## src/rtl/pwm_sl_pkg.sv

```systemverilog
package pwm_sl_pkg;

    typedef enum logic {
        LD_IDLE  = 1'b0,
        LD_ARMED = 1'b1
    } ld_state_e;

    typedef enum logic {
        PH_LOW  = 1'b0,
        PH_HIGH = 1'b1
    } ph_state_e;

endpackage

```

## src/rtl/pwm_sl_regs.sv

```systemverilog
module pwm_sl_regs #(
    parameter int CNT_W  = 16,
    parameter int DATA_W = 8,
    parameter int ADDR_W = 3
) (
    input  logic              clk,
    input  logic              rst,
    input  logic              wr_en,
    input  logic [ADDR_W-1:0] wr_addr,
    input  logic [DATA_W-1:0] wr_data,
    input  logic [ADDR_W-1:0] rd_addr,
    input  logic              pending,
    output logic [CNT_W-1:0]  hold_per,
    output logic [CNT_W-1:0]  hold_dut,
    output logic              arm_req,
    output logic [DATA_W-1:0] rd_data
);
    localparam int NB = CNT_W / DATA_W;
    localparam logic [ADDR_W-1:0] CTRL_ADDR = ADDR_W'(2 * NB);

    // one byte lane per generate step: period bytes first, duty bytes after
    for (genvar b = 0; b < NB; b++) begin : g_byte
        localparam logic [ADDR_W-1:0] PER_A = ADDR_W'(b);
        localparam logic [ADDR_W-1:0] DUT_A = ADDR_W'(NB + b);

        always_ff @(posedge clk) begin
            if (rst) begin
                hold_per[b*DATA_W +: DATA_W] <= '0;
            end else if (wr_en && wr_addr == PER_A) begin
                hold_per[b*DATA_W +: DATA_W] <= wr_data;
            end
        end

        always_ff @(posedge clk) begin
            if (rst) begin
                hold_dut[b*DATA_W +: DATA_W] <= '0;
            end else if (wr_en && wr_addr == DUT_A) begin
                hold_dut[b*DATA_W +: DATA_W] <= wr_data;
            end
        end
    end

    // a control write with bit 0 set is a one-cycle load request
    always_comb begin
        arm_req = wr_en && (wr_addr == CTRL_ADDR) && wr_data[0];
    end

    always_comb begin
        rd_data = '0;
        for (int b = 0; b < NB; b++) begin
            if (rd_addr == ADDR_W'(b)) begin
                rd_data = hold_per[b*DATA_W +: DATA_W];
            end
            if (rd_addr == ADDR_W'(NB + b)) begin
                rd_data = hold_dut[b*DATA_W +: DATA_W];
            end
        end
        if (rd_addr == CTRL_ADDR) begin
            rd_data = {{(DATA_W-1){1'b0}}, pending};
        end
    end

    AST_UNMAPPED_WRITE_IGNORED: assert property (@(posedge clk) disable iff (rst)
        (wr_en && wr_addr > CTRL_ADDR) |=> ($stable(hold_per) && $stable(hold_dut)));

    AST_CTRL_WRITE_KEEPS_HOLD: assert property (@(posedge clk) disable iff (rst)
        (wr_en && wr_addr == CTRL_ADDR) |=> ($stable(hold_per) && $stable(hold_dut)));

endmodule

```

## src/rtl/pwm_sl_loadctl.sv

```systemverilog
module pwm_sl_loadctl
    import pwm_sl_pkg::*;
#(
    parameter int CNT_W = 16
) (
    input  logic             clk,
    input  logic             rst,
    input  logic             arm_req,
    input  logic             period_evt,
    input  logic [CNT_W-1:0] hold_per,
    input  logic [CNT_W-1:0] hold_dut,
    output logic [CNT_W-1:0] act_per,
    output logic [CNT_W-1:0] act_dut,
    output logic [CNT_W-1:0] dut_nxt,
    output logic             pending
);
    ld_state_e state_q, state_d;
    logic      commit;

    always_ff @(posedge clk) begin
        if (rst) begin
            state_q <= LD_IDLE;
        end else begin
            state_q <= state_d;
        end
    end

    always_comb begin
        state_d = state_q;
        unique case (state_q)
            LD_IDLE:  state_d = arm_req ? LD_ARMED : LD_IDLE;             // arm
            LD_ARMED: state_d = (period_evt && !arm_req) ? LD_IDLE         // commit
                                                         : LD_ARMED;       // wait / commit-and-rearm
        endcase
    end

    always_comb begin
        commit  = (state_q == LD_ARMED) && period_evt;
        pending = (state_q == LD_ARMED);
        dut_nxt = commit ? hold_dut : act_dut;
    end

    always_ff @(posedge clk) begin
        if (rst) begin
            act_per <= '0;
            act_dut <= '0;
        end else if (commit) begin
            act_per <= hold_per;
            act_dut <= hold_dut;
        end
    end

    AST_ACTIVE_FROZEN: assert property (@(posedge clk) disable iff (rst)
        !(pending && period_evt) |=> ($stable(act_per) && $stable(act_dut)));

    AST_PENDING_HOLDS: assert property (@(posedge clk) disable iff (rst)
        (pending && !period_evt) |=> pending);

    AST_COMMIT_COPIES: assert property (@(posedge clk) disable iff (rst)
        (pending && period_evt) |=> (act_per == $past(hold_per) && act_dut == $past(hold_dut)));

    AST_COMMIT_CLEARS: assert property (@(posedge clk) disable iff (rst)
        (pending && period_evt && !arm_req) |=> !pending);

    AST_REARM_ON_EVENT: assert property (@(posedge clk) disable iff (rst)
        (arm_req && period_evt) |=> pending);

endmodule

```

## src/rtl/pwm_sl_timebase.sv

```systemverilog
module pwm_sl_timebase
    import pwm_sl_pkg::*;
#(
    parameter int CNT_W = 16
) (
    input  logic             clk,
    input  logic             rst,
    input  logic [CNT_W-1:0] act_per,
    input  logic [CNT_W-1:0] act_dut,
    input  logic [CNT_W-1:0] dut_nxt,
    output logic             period_evt,
    output logic             pwm_o
);
    logic [CNT_W-1:0] cnt_q, cnt_d;
    ph_state_e        ph_q, ph_d;

    always_comb begin
        period_evt = (cnt_q == act_per);
        cnt_d      = period_evt ? '0 : cnt_q + CNT_W'(1);
    end

    always_ff @(posedge clk) begin
        if (rst) begin
            cnt_q <= '0;
        end else begin
            cnt_q <= cnt_d;
        end
    end

    // output phase: rise while the coming count is under the coming duty
    always_comb begin
        ph_d = ph_q;
        unique case (ph_q)
            PH_LOW:  ph_d = (cnt_d < dut_nxt) ? PH_HIGH : PH_LOW;   // rise
            PH_HIGH: ph_d = (cnt_d < dut_nxt) ? PH_HIGH : PH_LOW;   // fall
        endcase
    end

    always_ff @(posedge clk) begin
        if (rst) begin
            ph_q <= PH_LOW;
        end else begin
            ph_q <= ph_d;
        end
    end

    always_comb begin
        pwm_o = (ph_q == PH_HIGH);
    end

    AST_COUNT_WRAPS: assert property (@(posedge clk) disable iff (rst)
        period_evt |=> (cnt_q == '0));

    AST_COUNT_BOUNDED: assert property (@(posedge clk) disable iff (rst)
        cnt_q <= act_per);

    AST_ZERO_DUTY_LOW: assert property (@(posedge clk) disable iff (rst)
        (act_dut == '0) |-> !pwm_o);

    AST_OVER_DUTY_HIGH: assert property (@(posedge clk) disable iff (rst)
        (act_dut > act_per) |-> pwm_o);

endmodule

```

## src/rtl/pwm_sync_load.sv

```systemverilog
module pwm_sync_load #(
    parameter int CNT_W  = 16,
    parameter int DATA_W = 8,
    parameter int ADDR_W = 3
) (
    input  logic              clk,
    input  logic              rst,
    input  logic              wr_en,
    input  logic [ADDR_W-1:0] wr_addr,
    input  logic [DATA_W-1:0] wr_data,
    input  logic [ADDR_W-1:0] rd_addr,
    output logic [DATA_W-1:0] rd_data,
    output logic              pwm_o
);
    logic [CNT_W-1:0] hold_per, hold_dut;
    logic [CNT_W-1:0] act_per, act_dut, dut_nxt;
    logic             arm_req, pending, period_evt;

    pwm_sl_regs #(.CNT_W(CNT_W), .DATA_W(DATA_W), .ADDR_W(ADDR_W)) u_regs (
        .clk      (clk),
        .rst      (rst),
        .wr_en    (wr_en),
        .wr_addr  (wr_addr),
        .wr_data  (wr_data),
        .rd_addr  (rd_addr),
        .pending  (pending),
        .hold_per (hold_per),
        .hold_dut (hold_dut),
        .arm_req  (arm_req),
        .rd_data  (rd_data)
    );

    pwm_sl_loadctl #(.CNT_W(CNT_W)) u_load (
        .clk        (clk),
        .rst        (rst),
        .arm_req    (arm_req),
        .period_evt (period_evt),
        .hold_per   (hold_per),
        .hold_dut   (hold_dut),
        .act_per    (act_per),
        .act_dut    (act_dut),
        .dut_nxt    (dut_nxt),
        .pending    (pending)
    );

    pwm_sl_timebase #(.CNT_W(CNT_W)) u_tb (
        .clk        (clk),
        .rst        (rst),
        .act_per    (act_per),
        .act_dut    (act_dut),
        .dut_nxt    (dut_nxt),
        .period_evt (period_evt),
        .pwm_o      (pwm_o)
    );

endmodule

```

## config.mk

```make
export PLATFORM = sky130hd
export DESIGN_NAME = pwm_sync_load
export DESIGN_NICKNAME = d
export VERILOG_FILES = /design/src/rtl/pwm_sl_pkg.sv /design/src/rtl/pwm_sl_regs.sv /design/src/rtl/pwm_sl_loadctl.sv /design/src/rtl/pwm_sl_timebase.sv /design/src/rtl/pwm_sync_load.sv
export SDC_FILE = /design/constraint.sdc
export NUM_CORES = 1
export LEC_CHECK = 0
export ABC_AREA = 1
export CORE_ASPECT_RATIO = 1.2
export CORE_MARGIN = 2
export CORE_UTILIZATION = 60
export CTS_CLUSTER_SIZE = 25
export DETAILED_ROUTE_END_ITERATION = 10
export PLACE_DENSITY_LB_ADDON = 0.08
export SETUP_SLACK_MARGIN = 0.1
export SLEW_MARGIN = 20
export SYNTH_ARGS = -nofsm -noshare
export SYNTH_HDL_FRONTEND = slang
export SYNTH_HIERARCHICAL = 1
export SYNTH_SLANG_ARGS = --single-unit
```

## constraint.sdc

```tcl
create_clock -name clk -period 2.99 [get_ports clk]
set_input_delay 0.4485 -clock clk [delete_from_list [all_inputs] [get_ports clk]]
set_output_delay 0.4485 -clock clk [all_outputs]
set_load 0.02 [all_outputs]
```

# After elaboration in Yosys (flattened, before gate mapping)
# Index checks and enable logic that the tools add are counted.
[totals]
register_bits = 82
input_bits = 17
out_inout_bits = 9
elab_cells = 43
[classes]
addsub = 1
magnitude_cmp = 1
n_eq_ne = 9
n_mux = 11
bitwise = 1
n_reduce_logical = 11
[op_table]
columns = ["operator", "count"]
rows = [
  ["2-to-1 mux 8 bit", 5],
  ["2-to-1 mux 16 bit", 2],
  ["adder 16 x 1 -> 16 bit (second input constant)", 1],
  ["equality test 16 bit", 1],
  ["less-than comparator 16 bit", 1],
  ["equality test 3 x 2 -> 1 bit (second input constant)", 4],
  ["logical AND 1 bit", 8],
  ["equality test 3 x 1 -> 1 bit (second input constant)", 2],
  ["equality test 3 bit (second input constant)", 2],
  ["zero test 3 bit", 2],
  ["2-to-1 mux 1 bit", 3],
  ["case mux 1 bit (2 select lines)", 1],
  ["zero test 1 bit", 1],
  ["inverter 1 bit", 1],
]

# Depth between registers and ports, before layout
# Gate-level depths: netlist of run 1.
[logic_depth]
ltp_word = 7
depth_mapped = 24
depth_no_buf = 21

# By module
# The synthesis of run 1 kept the hierarchy.
[by_module_without_submodules]
columns = ["module", "instances", "cells_per_inst", "area_each_um2", "seq_area_each_um2"]
rows = [
  ["pwm_sl_regs", 1, 250, 1717.9, 640.6],
  ["pwm_sl_timebase", 1, 270, 1591.5, 340.3],
  ["pwm_sl_loadctl", 1, 242, 1502.7, 660.6],
]

# Least setup slack after synthesis of run 1
# OpenSTA, ideal clock, no wires.
[synth_path]
kind = "register to register"
from = "register u_tb.cnt_q[0]"
to = "register u_tb.ph_q (netlist: u_tb/pwm_o)"
setup_time_ns = 0.066
arrival_ns = 2.538
required_time_ns = 2.924
setup_slack_ns = 0.386
path_stages_with_launch = 23
n_path_buf = 3
synth_period_minus_slack_ns = 2.604
cell_sequence = "dfxtp_1 > inv_1 > nand2_1 > nand2_1 > nor2_1 > nand2_1 > nor2_2 > nand2_2 > inv_1 > buf_2 > buf_4 > nand2_2 > buf_2 > nand2_1 > nand2_1 > inv_1 > inv_1 > ha_1 > a21oi_1 > nor2_1 > a211oi_1 > o2111ai_1 > a21oi_2"
[synth_via]
elab_chain_cells = 5
word_cells_on_any_way = 7
classes_between = "1 x add/sub; 1 x order compare; 1 x eq/ne; 3 x mux; 1 x reduce/logical"
[synth_rtl]
columns = ["element", "line", "source"]
rows = [
  ["start: declaration", "pwm_sl_timebase.sv:14", "logic [CNT_W-1:0] cnt_q, cnt_d;"],
  ["start signal: assignment", "pwm_sl_timebase.sv:26", "cnt_q <= cnt_d;"],
  ["equality test 16 bit", "pwm_sl_timebase.sv:18", "period_evt = (cnt_q == act_per);"],
  ["named net period_evt", "pwm_sync_load.sv:17", "logic arm_req, pending, period_evt;"],
  ["logical AND 1 bit", "pwm_sl_loadctl.sv:38", "commit = (state_q == LD_ARMED) && period_evt;"],
  ["2-to-1 mux 16 bit", "pwm_sl_loadctl.sv:40", "dut_nxt = commit ? hold_dut : act_dut;"],
  ["named net dut_nxt[9]", "pwm_sync_load.sv:16", "logic [CNT_W-1:0] act_per, act_dut, dut_nxt;"],
  ["less-than comparator 16 bit", "pwm_sl_timebase.sv:34, pwm_sl_timebase.sv:35", ""],
  ["2-to-1 mux 1 bit", "pwm_sl_timebase.sv:34, pwm_sl_timebase.sv:35", ""],
  ["end signal: assignment", "pwm_sl_timebase.sv:43", "ph_q <= ph_d;"],
  ["end: declaration", "pwm_sl_timebase.sv:15", "ph_state_e ph_q, ph_d;"],
]
# The timed path passes the listed nets, and every way through them passes these cells.
# A chain may end at the register's enable or synchronous reset.

# Final worst setup path of run 1
[layout_path]
from = "input rd_addr[2]"
to = "output rd_data[1]"
[layout_via]
elab_chain_cells = 6
word_cells_on_any_way = 10
classes_between = "4 x eq/ne; 5 x mux; 1 x reduce/logical"
[layout_rtl]
columns = ["element", "line", "source"]
rows = [
  ["start: declaration", "pwm_sync_load.sv:11", "input logic [ADDR_W-1:0] rd_addr,"],
  ["zero test 3 bit", "pwm_sl_regs.sv:51", "if (rd_addr == ADDR_W'(b)) begin"],
  ["2-to-1 mux 8 bit", "pwm_sl_regs.sv:51", ""],
  ["2-to-1 mux 8 bit", "pwm_sl_regs.sv:54", "if (rd_addr == ADDR_W'(NB + b)) begin"],
  ["2-to-1 mux 8 bit", "pwm_sl_regs.sv:51", ""],
  ["2-to-1 mux 8 bit", "pwm_sl_regs.sv:54", ""],
  ["2-to-1 mux 8 bit *", "pwm_sl_regs.sv:58", "if (rd_addr == CTRL_ADDR) begin"],
  ["end: declaration", "pwm_sync_load.sv:12", "output logic [DATA_W-1:0] rd_data,"],
]
# Mark *: on every way between the ends. The rest lies on a longest branch, timed or not.

==> results by group, run 1 <==
Timing
  • Sum Neg Setup Slack: 0 ns
  • Slew of the pin with the lowest slew margin: 0.665 ns
  • RSZ-0062 raised after global routing: no
  • Max Clock Freq: 366 MHz
  • Fin crit share: 91.5%
  • Slew Limit Fails: 0
  • Tmin final: 2.73 ns
  • Final hold vios: 0
  • Final setup violation count: 0
  • Worst Skew: 0.00924 ns
  • Worst slew margin: 55.5%

Route
  • Final WL: 12500 um
  • DR iter-0 viols: 329
  • Routed length on met1: 5170 um
  • DRC Markers: 0
  • Top sig layer: met4
  • DR pass1 iterations: 6
  • Antenna-violating nets left: 0
  • Met2 routed WL: 6160 um
  • Routed length per instance: 14.3 um
  • Vias per cell: 5.28
  • Detail Route met3 WL: 541 um
  • DR vias: 4635

Clocking
  • Clock transition at path regs: 0.08 ns
  • # H-tree levels: 3
  • Clk Latency, worst-skew pair: 0.35 ns
  • Clock Sinks: 82
  • Postcts setup bufs: 0
  • CTS tree: done
  • Clock tree buffer depth: 2
  • Cts bufs inserted: 9
  • CTS Root Cell: clkbuf_8

Synthesis
  • Syn Std Cell Area: 4810 um^2
  • Synth cell count leaders: nand2_1 (178), nor2_1 (149), inv_1 (140), dfxtp_1 (82), nand4_1 (36)
  • Post-synth top area share: 34.1%
  • Post-Syn Nets: 795
  • Register bit total from synthesis: 82
  • Async S/R FF share, synth: 0%
  • Post-synth EDFFs: 0
  • Synth Area in XOR/XNOR: 0.910%
  • Synth cell types: 30
  • Synth Area in Simple Gates: 41.3%
  • Top post-synthesis cells by area: dfxtp_1 (34%), nand2_1 (14%), nor2_1 (12%), inv_1 (11%), nand4_1 (4.7%)
  • Post-Syn Area per Cell: 6.32 um^2
  • Mux cell area share after synthesis: 0%
  • Adder-cell share of the synthesized area: 4.16%
  • Cell count after synthesis: 762
  • Most common cell in the netlist: nand2_1
  • Most common flop cell mapped by yosys: dfxtp_1
  • Compound-Gate Fraction of Synth Area: 3.67%
  • Sequential area share after synthesis: 34.1%
  • Synth area leader: dfxtp_1
  • Largest family of logic cells by synthesized area: simple AND/OR/NAND/NOR gates
  • Total of warnings raised by yosys: 6

Cells and area
  • Fin nets: 814
  • Layout area overhead: 11.3%
  • Post-layout utilization of the core: 69.1%
  • Ant. Diodes: 0
  • Layout cell share with drive strength beyond 1: 7.89%
  • Finished Layout Cells: 878

Critical path
  • FF-to-FF path depth: 19
  • CP Max Fanout: 7
  • Buf/Inv on CP: 2
  • Critical path startpoint category: primary input
  • Critical path, cell by cell: clkdlybuf4s50_1 > nor2_2 > nand3_1 > nand2_1 > nor2_1 > nor2_1 > clkdlybuf4s50_1
  • WP depth: 7
  • Worst R2R Start: u_tb/cnt_q[0]
  • Worst r2r dst: u_tb/pwm_o
  • CP arrival: 2.29 ns
  • Crit path from: rd_addr[2]
  • WS Path Type: in2out
  • Req. time, crit path: 2.54 ns
  • Cell family with most CP delay: buffers and inverters
  • CP max stage delay: 0.61 ns
  • Setup slack on the worst flop-to-flop path: 0.32 ns
  • Crit path max-delay cell type: clkdlybuf4s50_1
  • Worst setup EP type: output port

Hold path
  • Worst hold endpoint: u_regs/hold_dut[10]
  • HP Start: u_regs/hold_dut[10]
  • HP Class: reg2reg
  • WHS Path Cells: 2

Die
  • Die area: 8760 um^2
  • Standard-cell rows: 35
  • Initial Util: 62.1%
  • Core ar.: 7750 um^2
  • Die extent in x: 85.8 um
  • Chip height: 102 um
  • Num ports: 26

Power and ir drop
  • PD cells: 500 nW/um^2
  • Leakage power: 0.00261 uW
  • VDD IR-drop max: 288 uV

Run status
  • Status: complete, no violations

GRT
  • Grt total ovfl: 0
  • Initial antenna violation count: 0
  • Largest net degree at the start of global routing: 39
  • Number of global-route vias before repair: 4318
  • Tot GR Track Use: 29.6%
  • First-pass GRT wire length: 20200 um

Placed design
  • Routability cong.: 0.990
  • Placed cell count: 860
  • Hpwl dp: 9490 um
  • # port buffers: 25

Flow run
  • MaxCap Viol Count: 0
==> what timing repair did <==
item | 4_1_cts | 5_1_grt
gates resized for setup | 0 | 7
endpoints found under the setup margin | 0 | 4
hold buffers | 0 | 0
==> logic make-up after synthesis <==
| logic type | Yosys count |
|---|---|
| and+or+nand+nor | 447 |
| buffers and inverters | 180 |
| DFF | 82 |
| xor gates and xnor gates | 5 |
| AOI/OAI and AO/OA | 32 |
| adders and majority gates | 16 |
==> power breakdown <==
group	total (uW)	switching [uW]	internal (uW)	leakage (uW)
clock network	882	405	477	0.000108
logic	633	405	228	0.00184
registers	1160	33.4	1130	0.000663
==> metrics by stage <==
stage          power [uW]  hold slack [ns]  cell area [um^2]  setup slack, ns
2_1_floorplan        1570            0.454              4810            0.386
3_3_place_gp         1730            0.481              5080            0.269
3_5_place_dp         1740            0.493              5080            0.213
4_1_cts              2620            0.506              5300            0.204
5_1_grt              2810            0.536              5360           0.0987
6_report             2680            0.504              5360            0.256
==> registers in the layout (all words and copies together) (netlist names) <==
| register | cells |
|---|---|
| u_load/act_dut | 16 |
| u_load/act_per | 16 |
| u_regs/hold_dut | 16 |
| u_regs/hold_per | 16 |
| u_tb/cnt_q | 16 |
| u_load/pending | 1 |
| u_tb/pwm_o | 1 |
==> layout by cell type (no fill, tap or decap), types with 3 or more instances in the layout <==
| cell type | instances |
|---|---|
| ha_1 | 16 |
| nand3_2 | 3 |
| nor2_2 | 4 |
| nand2_1 | 178 |
| nor3_1 | 21 |
| nor2_1 | 148 |
| clkdlybuf4s50_1 | 23 |
| a21oi_1 | 12 |
| o21ai_0 | 15 |
| nor4_1 | 8 |
| inv_2 | 8 |
| dfxtp_1 | 82 |
| xor2_1 | 5 |
| nand4_1 | 36 |
| inv_1 | 138 |
| nor2_4 | 4 |
| buf_4 | 12 |
| clkbuf_8 | 9 |
| nand3_1 | 35 |
| nand2_2 | 4 |
==> per-layer routing <==
metal	vias up	global-route usage, %
met5	-	0
met4	0	17.0
met3	46	4.68
met2	143	51.7
met1	2076	34.4
li1	2370	-
==> how the worst max path moves through the flow <==
stage                             to
final                     rd_data[1]
after global routing      u_tb/pwm_o
after CTS                 rd_data[0]
after detailed placement  rd_data[0]
after global placement    rd_data[0]
after floorplan           u_tb/pwm_o
==> worst register-to-register path, delay by kind of cell (launching register included) <==
kind	cells	cell delay (ns)
AO/OA/AOI/OAI	4	0.63
AND/OR/NAND/NOR	10	0.93
buffers and inverters	4	0.36
adder cells (fa/ha/maj)	1	0.29
flip-flops	1	0.41
==> area by class of cell <==
cell class	instances	area, um^2
multi-input combinational	501	2430
timing repair buffer	39	390
clock inverter	5	86.3
tap	92	115
clock buffer	11	131
fill	702	2400
inverter	148	561
sequential	82	1640
(Power assumes the default switching activity.)
==> inputs of run 2 (changes only) <==
--- a/config.mk
+++ b/config.mk
@@ -9,6 +9,7 @@
 export CORE_ASPECT_RATIO = 1.2
 export CORE_MARGIN = 2
 export CORE_UTILIZATION = 60
+export CTS_CLUSTER_DIAMETER = 200
 export CTS_CLUSTER_SIZE = 25
 export DETAILED_ROUTE_END_ITERATION = 10
 export PLACE_DENSITY_LB_ADDON = 0.08
==> results of run 2 <==
The final DEF is identical to that of run 1; final timing and power are the same.
